**src/rtl/sadc_pkg.sv**
```systemverilog
package sadc_pkg;

   typedef enum logic [1:0] {
      OP_CONVERT = 2'd0,
      OP_SLEEP   = 2'd1,
      OP_WAKE    = 2'd2,
      OP_NONE    = 2'd3
   } sadc_op_e;

   typedef enum logic [1:0] {
      ST_IDLE  = 2'd0,
      ST_FRAME = 2'd1,
      ST_QUIET = 2'd2
   } sadc_state_e;

endpackage

```
**src/rtl/sadc_sclk_gen.sv**
```systemverilog
module sadc_sclk_gen #(
   parameter int DIV_W = 8
) (
   input  logic             clk,
   input  logic             rst_n,
   input  logic             run,
   input  logic [DIV_W-1:0] half,
   output logic             sclk,
   output logic             fall_evt,
   output logic             rise_evt
);

   logic [DIV_W-1:0] cnt;
   logic [DIV_W-1:0] lim;
   logic             tick;

   // a divider of zero behaves as one
   assign lim      = (half == '0) ? '0 : half - 1'b1;
   assign tick     = run && (cnt == lim);
   assign fall_evt = tick && sclk;
   assign rise_evt = tick && !sclk;

   always_ff @(posedge clk or negedge rst_n) begin
      if (!rst_n) begin
         cnt  <= '0;
         sclk <= 1'b1;
      end else if (!run) begin
         cnt  <= '0;
         sclk <= 1'b1;
      end else if (tick) begin
         cnt  <= '0;
         sclk <= ~sclk;
      end else begin
         cnt  <= cnt + 1'b1;
      end
   end

   // R11-style parking: once stopped, the clock sits high (supports R2)
   p_sclk_parks_high_r2: assert property (@(posedge clk) disable iff (!rst_n)
      !run |=> sclk)
      else $error("sclk not parked high after stop");

endmodule

```
**src/rtl/sadc_capture.sv**
```systemverilog
module sadc_capture #(
   parameter int FRAME_MAX = 16,
   parameter int RES_W     = 12
) (
   input  logic             clk,
   input  logic             rst_n,
   input  logic             clear,
   input  logic             shift_en,
   input  logic             sdata,
   input  logic             short_frame,
   input  logic             res10,
   input  logic             deliver,
   output logic [RES_W-1:0] res_data,
   output logic             res_valid
);

   localparam int LEAD   = 2;
   localparam int SHORTN = FRAME_MAX - 2;
   localparam int TAIL_W = FRAME_MAX - LEAD - RES_W;
   localparam int NARROW = RES_W - 2;
   localparam int TAIL_N = FRAME_MAX - LEAD - NARROW;

   logic [FRAME_MAX-1:0] shreg;
   logic [FRAME_MAX-1:0] word;
   logic [RES_W-1:0]     nxt;

   always_ff @(posedge clk or negedge rst_n) begin
      if (!rst_n) begin
         shreg <= '0;
      end else if (clear) begin
         shreg <= '0;
      end else if (shift_en) begin
         shreg <= {shreg[FRAME_MAX-2:0], sdata};
      end
   end

   // align a short frame so frame bit 0 always lands in the top position
   assign word = short_frame ? {shreg[SHORTN-1:0], 2'b00} : shreg;

   for (genvar i = 0; i < RES_W; i++) begin : g_bit
      if (i < NARROW) begin : g_both
         assign nxt[i] = res10 ? word[i+TAIL_N] : word[i+TAIL_W];
      end else begin : g_wide
         assign nxt[i] = res10 ? 1'b0 : word[i+TAIL_W];
      end
   end

   always_ff @(posedge clk or negedge rst_n) begin
      if (!rst_n) begin
         res_data  <= '0;
         res_valid <= 1'b0;
      end else begin
         res_valid <= deliver;
         if (deliver) begin
            res_data <= nxt;
         end
      end
   end

   p_valid_single_r5: assert property (@(posedge clk) disable iff (!rst_n)
      res_valid |=> !res_valid)
      else $error("res_valid longer than one cycle");

endmodule

```
**src/rtl/sadc_frame_ctrl.sv**
```systemverilog
module sadc_frame_ctrl
   import sadc_pkg::*;
#(
   parameter int DIV_W       = 8,
   parameter int QUIET_W     = 8,
   parameter int CS_HIGH_MIN = 2,
   parameter int SLEEP_FALLS = 5,
   parameter int FRAME_MAX   = 16,
   parameter bit AUTO_WAKE   = 1'b1
) (
   input  logic               clk,
   input  logic               rst_n,
   input  logic               cmd_valid,
   input  logic [1:0]         cmd_op,
   input  logic               cfg_short_frame,
   input  logic               cfg_res10,
   input  logic [DIV_W-1:0]   cfg_half_div,
   input  logic [QUIET_W-1:0] cfg_quiet,
   input  logic               fall_evt,
   input  logic               rise_evt,
   output logic               cs_n,
   output logic               run,
   output logic               busy,
   output logic [DIV_W-1:0]   half_q,
   output logic               short_q,
   output logic               res10_q,
   output logic               frame_clear,
   output logic               deliver
);

   localparam int CNT_W = $clog2(FRAME_MAX + 1);
   localparam logic [CNT_W-1:0]   N_LONG  = CNT_W'(FRAME_MAX);
   localparam logic [CNT_W-1:0]   N_SHORT = CNT_W'(FRAME_MAX - 2);
   localparam logic [CNT_W-1:0]   N_SLEEP = CNT_W'(SLEEP_FALLS);
   localparam logic [QUIET_W-1:0] GAP_MIN = QUIET_W'(CS_HIGH_MIN);

   sadc_state_e        state;
   sadc_op_e           op_q;
   sadc_op_e           op_sel;
   logic [CNT_W-1:0]   falls;
   logic [CNT_W-1:0]   target;
   logic [QUIET_W-1:0] qcnt;
   logic [QUIET_W-1:0] gap_q;
   logic               boot_pend;
   logic               req_ok;
   logic               accept;
   logic               done;

   // power-on dummy frame request, present only when enabled
   if (AUTO_WAKE) begin : g_boot
      always_ff @(posedge clk or negedge rst_n) begin
         if (!rst_n) begin
            boot_pend <= 1'b1;
         end else if (accept) begin
            boot_pend <= 1'b0;
         end
      end
   end else begin : g_noboot
      assign boot_pend = 1'b0;
   end

   assign req_ok = cmd_valid && (cmd_op != OP_NONE);
   assign accept = (state == ST_IDLE) && (boot_pend || req_ok);
   assign op_sel = boot_pend ? OP_WAKE : sadc_op_e'(cmd_op);

   always_comb begin
      case (op_q)
         OP_SLEEP: target = N_SLEEP;
         OP_WAKE:  target = N_LONG;
         default:  target = short_q ? N_SHORT : N_LONG;
      endcase
   end

   assign done = (state == ST_FRAME) && rise_evt && (falls == target);

   always_ff @(posedge clk or negedge rst_n) begin
      if (!rst_n) begin
         state   <= ST_IDLE;
         op_q    <= OP_NONE;
         falls   <= '0;
         qcnt    <= '0;
         gap_q   <= GAP_MIN;
         cs_n    <= 1'b1;
         short_q <= 1'b0;
         res10_q <= 1'b0;
         half_q  <= '0;
      end else begin
         case (state)
            ST_IDLE: begin
               if (accept) begin
                  state   <= ST_FRAME;
                  op_q    <= op_sel;
                  falls   <= '0;
                  cs_n    <= 1'b0;
                  short_q <= cfg_short_frame;
                  res10_q <= cfg_res10;
                  half_q  <= cfg_half_div;
                  gap_q   <= (cfg_quiet > GAP_MIN) ? cfg_quiet : GAP_MIN;
               end
            end
            ST_FRAME: begin
               if (fall_evt) begin
                  falls <= falls + 1'b1;
               end
               if (done) begin
                  state <= ST_QUIET;
                  cs_n  <= 1'b1;
                  qcnt  <= '0;
               end
            end
            ST_QUIET: begin
               if (qcnt == gap_q - 1'b1) begin
                  state <= ST_IDLE;
               end else begin
                  qcnt <= qcnt + 1'b1;
               end
            end
            default: state <= ST_IDLE;
         endcase
      end
   end

   assign run         = (state == ST_FRAME);
   assign busy        = (state != ST_IDLE) || boot_pend;
   assign frame_clear = accept;
   assign deliver     = done && (op_q == OP_CONVERT);

   p_falls_bound_r2: assert property (@(posedge clk) disable iff (!rst_n)
      (state == ST_FRAME) |-> (falls <= target))
      else $error("more falling edges than the frame allows");

   p_cs_low_in_frame_r9: assert property (@(posedge clk) disable iff (!rst_n)
      !cs_n |-> busy)
      else $error("cs_n low while not busy");

endmodule

```
**src/rtl/sadc_host_reader.sv**
```systemverilog
module sadc_host_reader #(
   parameter int DIV_W       = 8,
   parameter int QUIET_W     = 8,
   parameter int CS_HIGH_MIN = 2,
   parameter int SLEEP_FALLS = 5,
   parameter int RES_W       = 12,
   parameter int FRAME_MAX   = 16,
   parameter bit AUTO_WAKE   = 1'b1
) (
   input  logic               clk,
   input  logic               rst_n,
   input  logic               cmd_valid,
   input  logic [1:0]         cmd_op,
   input  logic               cfg_short_frame,
   input  logic               cfg_res10,
   input  logic [DIV_W-1:0]   cfg_half_div,
   input  logic [QUIET_W-1:0] cfg_quiet,
   output logic               busy,
   output logic               cs_n,
   output logic               sclk,
   input  logic               sdata,
   output logic [RES_W-1:0]   res_data,
   output logic               res_valid
);

   if (FRAME_MAX != RES_W + 4) begin : g_chk_frame
      $error("FRAME_MAX must equal RES_W + 4");
   end
   if (SLEEP_FALLS < 3 || SLEEP_FALLS > 9) begin : g_chk_sleep
      $error("SLEEP_FALLS must lie between 3 and 9");
   end
   if (CS_HIGH_MIN < 1 || CS_HIGH_MIN >= (1 << QUIET_W)) begin : g_chk_gap
      $error("CS_HIGH_MIN must be at least 1 and fit QUIET_W");
   end
   if (DIV_W < 1) begin : g_chk_div
      $error("DIV_W must be positive");
   end

   logic             run;
   logic             fall_evt;
   logic             rise_evt;
   logic [DIV_W-1:0] half_q;
   logic             short_q;
   logic             res10_q;
   logic             frame_clear;
   logic             deliver;

   sadc_frame_ctrl #(
      .DIV_W       (DIV_W),
      .QUIET_W     (QUIET_W),
      .CS_HIGH_MIN (CS_HIGH_MIN),
      .SLEEP_FALLS (SLEEP_FALLS),
      .FRAME_MAX   (FRAME_MAX),
      .AUTO_WAKE   (AUTO_WAKE)
   ) u_ctrl (
      .clk             (clk),
      .rst_n           (rst_n),
      .cmd_valid       (cmd_valid),
      .cmd_op          (cmd_op),
      .cfg_short_frame (cfg_short_frame),
      .cfg_res10       (cfg_res10),
      .cfg_half_div    (cfg_half_div),
      .cfg_quiet       (cfg_quiet),
      .fall_evt        (fall_evt),
      .rise_evt        (rise_evt),
      .cs_n            (cs_n),
      .run             (run),
      .busy            (busy),
      .half_q          (half_q),
      .short_q         (short_q),
      .res10_q         (res10_q),
      .frame_clear     (frame_clear),
      .deliver         (deliver)
   );

   sadc_sclk_gen #(
      .DIV_W (DIV_W)
   ) u_sclk (
      .clk      (clk),
      .rst_n    (rst_n),
      .run      (run),
      .half     (half_q),
      .sclk     (sclk),
      .fall_evt (fall_evt),
      .rise_evt (rise_evt)
   );

   sadc_capture #(
      .FRAME_MAX (FRAME_MAX),
      .RES_W     (RES_W)
   ) u_cap (
      .clk         (clk),
      .rst_n       (rst_n),
      .clear       (frame_clear),
      .shift_en    (fall_evt),
      .sdata       (sdata),
      .short_frame (short_q),
      .res10       (res10_q),
      .deliver     (deliver),
      .res_data    (res_data),
      .res_valid   (res_valid)
   );

   p_idle_clock_high_r2: assert property (@(posedge clk) disable iff (!rst_n)
      cs_n |-> sclk)
      else $error("sclk low while cs_n high");

   p_valid_at_release_r5: assert property (@(posedge clk) disable iff (!rst_n)
      res_valid |-> $rose(cs_n))
      else $error("res_valid away from cs_n release");

   p_gap_min_r8: assert property (@(posedge clk) disable iff (!rst_n)
      $rose(cs_n) |=> cs_n)
      else $error("cs_n high for a single cycle");

endmodule

```
**config.mk**
```make
export PLATFORM = sky130hd
export DESIGN_NAME = sadc_host_reader
export DESIGN_NICKNAME = d
export VERILOG_FILES = /design/src/rtl/sadc_pkg.sv /design/src/rtl/sadc_sclk_gen.sv /design/src/rtl/sadc_capture.sv /design/src/rtl/sadc_frame_ctrl.sv /design/src/rtl/sadc_host_reader.sv
export SDC_FILE = /design/constraint.sdc
export NUM_CORES = 1
export LEC_CHECK = 0
export ABC_AREA = 1
export BUFFER_PORTS_ARGS = -buffer_cell sky130_fd_sc_hd__clkbuf_2
export CAP_MARGIN = 5
export CELL_PAD_IN_SITES_DETAIL_PLACEMENT = 1
export CELL_PAD_IN_SITES_GLOBAL_PLACEMENT = 1
export CORE_MARGIN = 3
export CORE_UTILIZATION = 44
export DETAILED_ROUTE_END_ITERATION = 10
export PLACE_DENSITY_LB_ADDON = 0.1
export SYNTH_ARGS = -nofsm -noshare
export SYNTH_HDL_FRONTEND = slang
export SYNTH_SLANG_ARGS = --single-unit
```
**constraint.sdc**
```tcl
create_clock -name clk -period 2.8 [get_ports clk]
set_input_delay 0.14 -clock clk [delete_from_list [all_inputs] [get_ports clk]]
set_output_delay 0.14 -clock clk [all_outputs]
set_load 0.005 [all_outputs]
```
==> impl_metrics.yaml, run 1 <==
floorplan:
  initial_core_util: 0.462
  rows: 35
  io_pins: 40
  die_w_um: 106
  core_um2: 9460
  dieArea_um2: 11200
  die_h_um: 106
yosys:
  ys_seq_area_frac: 0.420
  syn_nets: 635
  synth_xor_area_frac: 0.0281
  syn_area_um2: 4370
  syn_area_per_cell_um2: 7.28
  synthSimpleGateAreaFrac: 0.358
  synth_top_family_by_area: "simple AND/OR/NAND/NOR gates"
  netlist_instances: 600
  synthAdderAreaFrac: 0.0315
  synth.area.mux_share: 0.00458
  ys_types: 39
  synth_compound_area_frac: 0.0754
  ys_ff_latch: 73
  ys_warn_count: 0
sta:
  tightest_slew_ns: 0.950
  fin_ws_ns: 0.237
  drv_slew: 0
  slew_headroom: 0.367
  tns_ns: 0
  finalSetupViolCount: 0
  clock_skew_ns: 0.0105
  rsz0062_at_grt: "false"
  fin_crit_sh: 0.915
  post-route-min-period_ns: 2.56
  finalHoldViolations: 0
  fmax_mhz: 390
final_layout:
  finalNetCount: 683
  finalNonFillerCells: 782
  diodes: 0
  n_fill_cell: 1257
  multi_input_area_um2: 2180
  final_common_cell: "nand2_1"
  final-seq-area_um2: 1830
  drive_gt1_frac: 0.150
  area_growth_pct: 14.4
  mostFrequentLayoutCells: "nand2_1 (207), dfrtp_1 (67), inv_1 (60), nor2_1 (56), o21ai_0 (46)"
worst_setup_path:
  cp.arrival_ns: 2.81
  critPathCaptureType: "flip-flop"
  crit_path_cell_trace: "inv_1 > ha_1 > inv_1 > nand2_1 > o21ai_0 > or2_2 > and2_1 > nand4_1 > clkinvlp_4 > buf_4 > nand4_1 > nand2_1"
  cp_top_family: "simple AND/OR/NAND/NOR gates"
  critPathMaxFanout: 7
  reg2reg_from: "u_ctrl.op_q[0]$_DFFE_PN1P_"
  rrSetupSlack_ns: 0.24
  cp_num_buf_inv: 4
  slowest_delay_ns: 0.54
  worstReg2RegEnd: "u_cap.res_data[8]$_DFFE_PN0P_"
  critPathKind: "reg -> reg"
  slowest_stage: "dfstp_2"
  required_ns: 3.05
  critPathLaunchType: "flip-flop"
  r2r_cells: 12
  critPathLaunch: "u_ctrl.op_q[0]$_DFFE_PN1P_"
power:
  powerDensity_nw_per_um2: 526
  vdd_drop_max_v: 0.000251
  leakagePower_nw: 2.59
min_path:
  min_path_cells: 3
  min_path_type: "in -> reg"
  hold_start: "cfg_half_div[1]"
  hold_path_end: "u_ctrl.half_q[1]$_DFFE_PN0P_"
drt:
  wl_per_cell_um: 14.8
  vias: 4054
  vias_per_cell: 5.18
  ant_nets: 0
  first_pass_iters: 4
  drc: 0
  finalWirelength_mm: 11.6
  drtIter0Drc: 131
clock_network:
  cts_tree: "yes"
  clockBufferDepth: 2
  cts.sinks: 73
  clkSlewWorstSetupHoldPaths_ns: 0.09
  ctsRootBufferMaster: "clkbuf_8"
  clk_latency_ns: 0.35
  cts-buffers-inserted: 9
  cts-htree-levels: 3
placement:
  place.port_buffers: 39
  dpl.hpwl_mm: 8.16
  place_ws_ns: 0.193
  placed_cells: 754
  globalplace.congestion: 0.820
global_routing:
  track_usage: 0.222
  grt_max_degree: 74
  antenna_found_initial: 0
  grt_pass1_vias: 4231
  grt_remaining_overflow: 0
  grt_first_pass_wirelength_mm: 20.2
outcome:
  status: "completed"
flow_run:
  drv_cap: 0
worst min-delay path, delay by kind of cell:
| family | cells | cell delay [ns] |
|---|---|---|
| compound gates | 1 | 0.06 |
| buf+inv | 1 | 0.08 |
| simple gates | 1 | 0.04 |
power by group:
part / switching [W] / total, W / internal, W / leakage (nW)
Sequential: 0.0000882 / 0.00123 / 0.00114 / 0.939
Combinational: 0.000257 / 0.000413 / 0.000157 / 1.54
Clock: 0.000433 / 0.000987 / 0.000554 / 0.113
Total: 0.000778 / 0.00263 / 0.00185 / 2.59
cell type report:
cell class,count,share of cell area
sequential,73,0.367
clock buffer,12,0.0310
inverter,67,0.0511
multi-input combinational,441,0.437
tap,129,0.0323
clock inverter,4,0.0153
timing repair buffer,56,0.0666
registers in the layout, indices dropped and copies added (netlist names):
signal,flops
u_cap.shreg,14
u_ctrl.gap_q,8
u_sclk.cnt,8
u_cap.res_valid,1
u_sclk.sclk,1
u_ctrl.op_q,2
u_ctrl.boot_pend,1
u_cap.res_data,12
u_ctrl.res10_q,1
u_ctrl.state,2
u_ctrl.short_q,1
u_ctrl.qcnt,8
u_ctrl.half_q,8
u_ctrl.cs_n,1
u_ctrl.falls,5
repair_timing:
item / in CTS / in global routing
hold buffers: 3 / 0
buffers inserted: 0 / 9
resized for setup: 0 / 4
hold endpoints to repair: 69 / 0
endpoints found under the setup margin: 0 / 40
Yosys cell counts, drive strengths merged:
| cell | n | share of area |
|---|---|---|
| nor4 | 2 | 0.0029 |
| o211ai | 1 | 0.0017 |
| dfrtp | 67 | 0.38 |
| buf | 7 | 0.015 |
| o21bai | 2 | 0.0069 |
| nor2 | 62 | 0.061 |
| nor3 | 4 | 0.0072 |
| xor2 | 11 | 0.022 |
| mux2i | 2 | 0.0046 |
| inv | 65 | 0.056 |
| clkinv | 2 | 0.0017 |
| and2 | 1 | 0.0014 |
| nand3b | 2 | 0.0034 |
| nand2 | 211 | 0.18 |
| ha | 11 | 0.032 |
| dfstp | 6 | 0.036 |
| nand4 | 20 | 0.029 |
| nor3b | 5 | 0.0086 |
| a31oi | 2 | 0.0029 |
| nand3 | 44 | 0.056 |
| clkbuf | 12 | 0.010 |
| a21oi | 4 | 0.0046 |
| or2 | 2 | 0.0029 |
| a31o | 1 | 0.0020 |
| xnor2 | 3 | 0.0060 |
| nand2b | 1 | 0.0014 |
| o21ai | 50 | 0.057 |
per-stage QoR:
stage | power [W] | hold WS, ns | area (um2) | util
global placement | 0.00163 | 0.335 | 4650 | 0.492
floorplan | 0.00152 | -0.156 | 4370 | -
finish | 0.00263 | 0.0145 | 5000 | 0.528
global route | 0.00278 | 0.0114 | 5000 | 0.528
detailed placement | 0.00166 | 0.358 | 4650 | 0.492
CTS | 0.00264 | 0.00449 | 4920 | 0.520
worst max path at each step:
stage | depth (start not counted) | slack [ns] | end
floorplan | 12 | 0.65 | u_cap.res_data[0]$_DFFE_PN0P_
global placement | 15 | 0.33 | u_ctrl.qcnt[7]$_DFFE_PN0P_
detailed placement | 15 | 0.19 | u_ctrl.qcnt[4]$_DFFE_PN0P_
CTS | 15 | 0.16 | u_ctrl.qcnt[4]$_DFFE_PN0P_
global route | 13 | 0.05 | u_ctrl.qcnt[5]$_DFFE_PN0P_
finish | 12 | 0.24 | u_cap.res_data[8]$_DFFE_PN0P_
cell families (layout without fill, tap and decap cells):
family	Yosys count	in the layout
compound gates	60	60
xor+xnor	14	14
fa+ha+maj	11	11
buf+inv	86	139
flops	73	73
mux	2	2
simple gates	354	354
per-layer routing:
| layer | vias to the layer above | GRT usage | share of wire |
|---|---|---|---|
| met3 | 10 | 0.0435 | 0.025 |
| met2 | 54 | 0.367 | 0.48 |
| met1 | 1988 | 0.301 | 0.48 |
| met5 | - | 0 | 0 |
| met4 | 0 | 0.0527 | 0.0098 |
| li1 | 2002 | - | - |
(Power assumes the default switching activity.)
==> inputs of run 2 (changes only) <==
CORE_UTILIZATION = 43   (was 44)
SYNTH_HIERARCHICAL = 1   (was unset)
==> impl_metrics.yaml, run 2 <==
outcome:
  status: "finished, violations left"
  violations: "negative setup slack"
yosys:
  syn_nets: 623
  synth.top_cell.area_share: 0.394
  synthTopCellsByCount: "nand2_1 (253), dfrtp_1 (67), nand3_1 (54), inv_1 (48), nor2_1 (46)"
  synthFlopType: "dfrtp_1"
  ys_seq_area_frac: 0.431
  syn_area_per_cell_um2: 7.20
  ys_async_sr_fraction: 1.00
  ys_types: 34
  ys_warn_count: 6
  synth_most_common_cell: "nand2_1"
  ys_ff_latch: 73
  synthTopCellsByArea: "dfrtp_1 (39%), nand2_1 (22%), nand3_1 (6.4%)"
  syn_area_um2: 4250
  synth_top_area_cell: "dfrtp_1"
  synth_edf_count: 0
  netlist_instances: 591
floorplan:
  io_pins: 40
  die_h_um: 105
  core_um2: 9420
  initial_core_util: 0.452
  rows: 35
  dieArea_um2: 11100
  die_w_um: 105
worst_setup_path:
  r2r_cells: 20
  cp.arrival_ns: 3.28
  critPathLaunchType: "flip-flop"
  critPathMaxFanout: 7
  slowest_delay_ns: 0.41
  rrSetupSlack_ns: -0.18
  slowest_stage: "dfrtp_1"
  critPathKind: "reg -> reg"
  worstReg2RegEnd: "u_cap/res_data[10]$_DFFE_PN0P_"
  required_ns: 3.09
  critPathCaptureType: "flip-flop"
  reg2reg_from: "u_ctrl/half_q[5]$_DFFE_PN0P_"
  crit_path_cell_trace: "inv_1 > nand2_2 > nor2_4 > nand2_8 > nand2_1 > nand2_1 > nand2_1 > nand2_2 > nor2_4 > nand4_1 > nor2_1 > nand3_1 > nor4_4 > nand2_2 > nor2_4 > inv_2 > nor2_4 > clkbuf_16 > nand2_4 > nand2_2"
placement:
  globalplace.congestion: 0.806
  place.port_buffers: 39
  dpl.hpwl_mm: 7.95
sta:
  drv_slew: 0
  post-route-min-period_ns: 2.98
  finalSetupViolCount: 12
  rsz0062_at_grt: "true"
  fin_crit_sh: 1.07
  tns_ns: -2.06
  finalHoldViolations: 0
  fmax_mhz: 335
  tightest_slew_ns: 0.937
  slew_headroom: 0.375
  clock_skew_ns: 0.0108
  fin_ws_ns: -0.183
clock_network:
  cts-buffers-inserted: 9
  clockBufferDepth: 2
  cts.sinks: 73
  clkSlewWorstSetupHoldPaths_ns: 0.08
  ctsRootBufferMaster: "clkbuf_8"
  cts_tree: "yes"
  cts-htree-levels: 3
  clk_latency_ns: 0.35
flow_run:
  drv_cap: 0
final_layout:
  drive_gt1_frac: 0.236
  area_growth_pct: 22.1
  largest_reg_flops: 14
  diodes: 0
  mostFrequentLayoutCells: "nand2_1 (234), dfrtp_1 (67), nand3_1 (46), inv_1 (45), nor2_1 (42)"
  final_common_cell: "nand2_1"
  finalNetCount: 683
  largest-register: "u_cap/shreg"
  utilization: 0.552
  reg_top3: "u_cap/shreg x14, u_cap/res_data x12"
global_routing:
  grt_first_pass_wirelength_mm: 19.8
  grt_remaining_overflow: 0
  met1_usage: 0.281
  met2_usage: 0.370
  use_met3: 0.0355
  antenna_found_initial: 0
  grt_pass1_vias: 4208
  busiest_layer: "met2"
  grt_max_degree: 74
  track_usage: 0.216
power:
  leakagePower_nw: 2.83
  vdd_drop_max_v: 0.000442
  powerDensity_nw_per_um2: 707
drt:
  vias: 3996
  wl_per_cell_um: 15.2
  drtIter0Drc: 129
  vias_per_cell: 5.09
  drc: 0
  ant_nets: 0
  first_pass_iters: 4
  finalWirelength_mm: 12.0
min_path:
  hold_start: "cfg_quiet[1]"
  hold_path_end: "u_ctrl/gap_q[1]$_DFFE_PN1P_"
  min_path_type: "in -> reg"
  min_path_cells: 3
run 2: cell types whose count changed after synthesis, moves of 10 or more:
cell / change
nand2_1: +45
o21ai_0: -30
nand4_1: -15
inv_1: -13
nand3_1: +12
nor2_1: -10
run 2: worst max-delay path by stage:
stage / start / endpoint / slack [ns] / depth (start not counted)
2_1_floorplan: u_ctrl/half_q[0]$_DFFE_PN0P_ / u_cap/res_data[3]$_DFFE_PN0P_ / 0.02 / 21
3_3_place_gp: u_ctrl/half_q[1]$_DFFE_PN0P_ / u_cap/res_data[0]$_DFFE_PN0P_ / 0.13 / 19
3_5_place_dp: u_ctrl/half_q[1]$_DFFE_PN0P_ / u_cap/res_data[5]$_DFFE_PN0P_ / -0.06 / 21
4_1_cts: u_ctrl/half_q[1]$_DFFE_PN0P_ / u_cap/res_data[8]$_DFFE_PN0P_ / 0.04 / 21
5_1_grt: u_ctrl/half_q[1]$_DFFE_PN0P_ / u_cap/res_data[8]$_DFFE_PN0P_ / -0.41 / 21
6_report: u_ctrl/half_q[5]$_DFFE_PN0P_ / u_cap/res_data[10]$_DFFE_PN0P_ / -0.18 / 20
run 2: kinds of logic (layout without fill, tap and decap cells):
family,after synthesis,in the layout,synth area share
and+or+nand+nor,401,402,0.416
buffers and inverters,74,138,0.0768
DFF,73,73,0.431
AOI/OAI and AO/OA,23,23,0.0274
xor gates and xnor gates,12,12,0.0247
adders and majority gates,8,8,0.0235
run 2: layout make-up:
| class | count | area [um2] |
|---|---|---|
| inverter | 60 | 230 |
| multi-input combinational | 445 | 2290 |
| clock inverter | 4 | 98.8 |
| fill | 1207 | 4220 |
| sequential | 73 | 1830 |
| tap | 129 | 161 |
| timing repair buffer | 62 | 423 |
| clock buffer | 12 | 155 |
run 2: power by group:
part	switching, W	total, W	internal (W)	leakage (nW)
combinational	0.000739	0.00116	0.000419	1.77
clock	0.000409	0.00105	0.000643	0.127
sequential	0.000201	0.00146	0.00126	0.935
run 2: timing repair:
item	in CTS	in global routing
gates resized for setup	1	49
hold endpoints to repair	75	0
gates cloned	0	2
setup endpoints to repair	12	25
hold buffers	9	0
pin swaps	1	28
buffers inserted	0	6
run 2: critical path, delay by kind of cell, from the launching register on:
kind	cells	cell delay (ns)
flip-flops	1	0.41
buffers and inverters	3	0.37
AND/OR/NAND/NOR	17	2.15
run 2: through the flow:
step	worst slack (ns)	instance area (um2)	std cells	hold WS, ns	power (W)
finish	-0.183	5190	785	0.00876	0.00367
global placement	0.134	4600	753	0.345	0.00244
detailed placement	-0.0576	4600	753	0.348	0.00250
CTS	0.0384	4950	778	0.00158	0.00359
floorplan	0.0156	4270	591	-0.156	0.00222
global route	-0.409	5190	785	0.0205	0.00392
run 2: per-layer routing:
metal / up-vias / part of all wire
met2: 49 / 0.50
li1: 1960 / -
met3: 16 / 0.022
met4: 0 / 0.018
met5: - / 0
met1: 1971 / 0.46
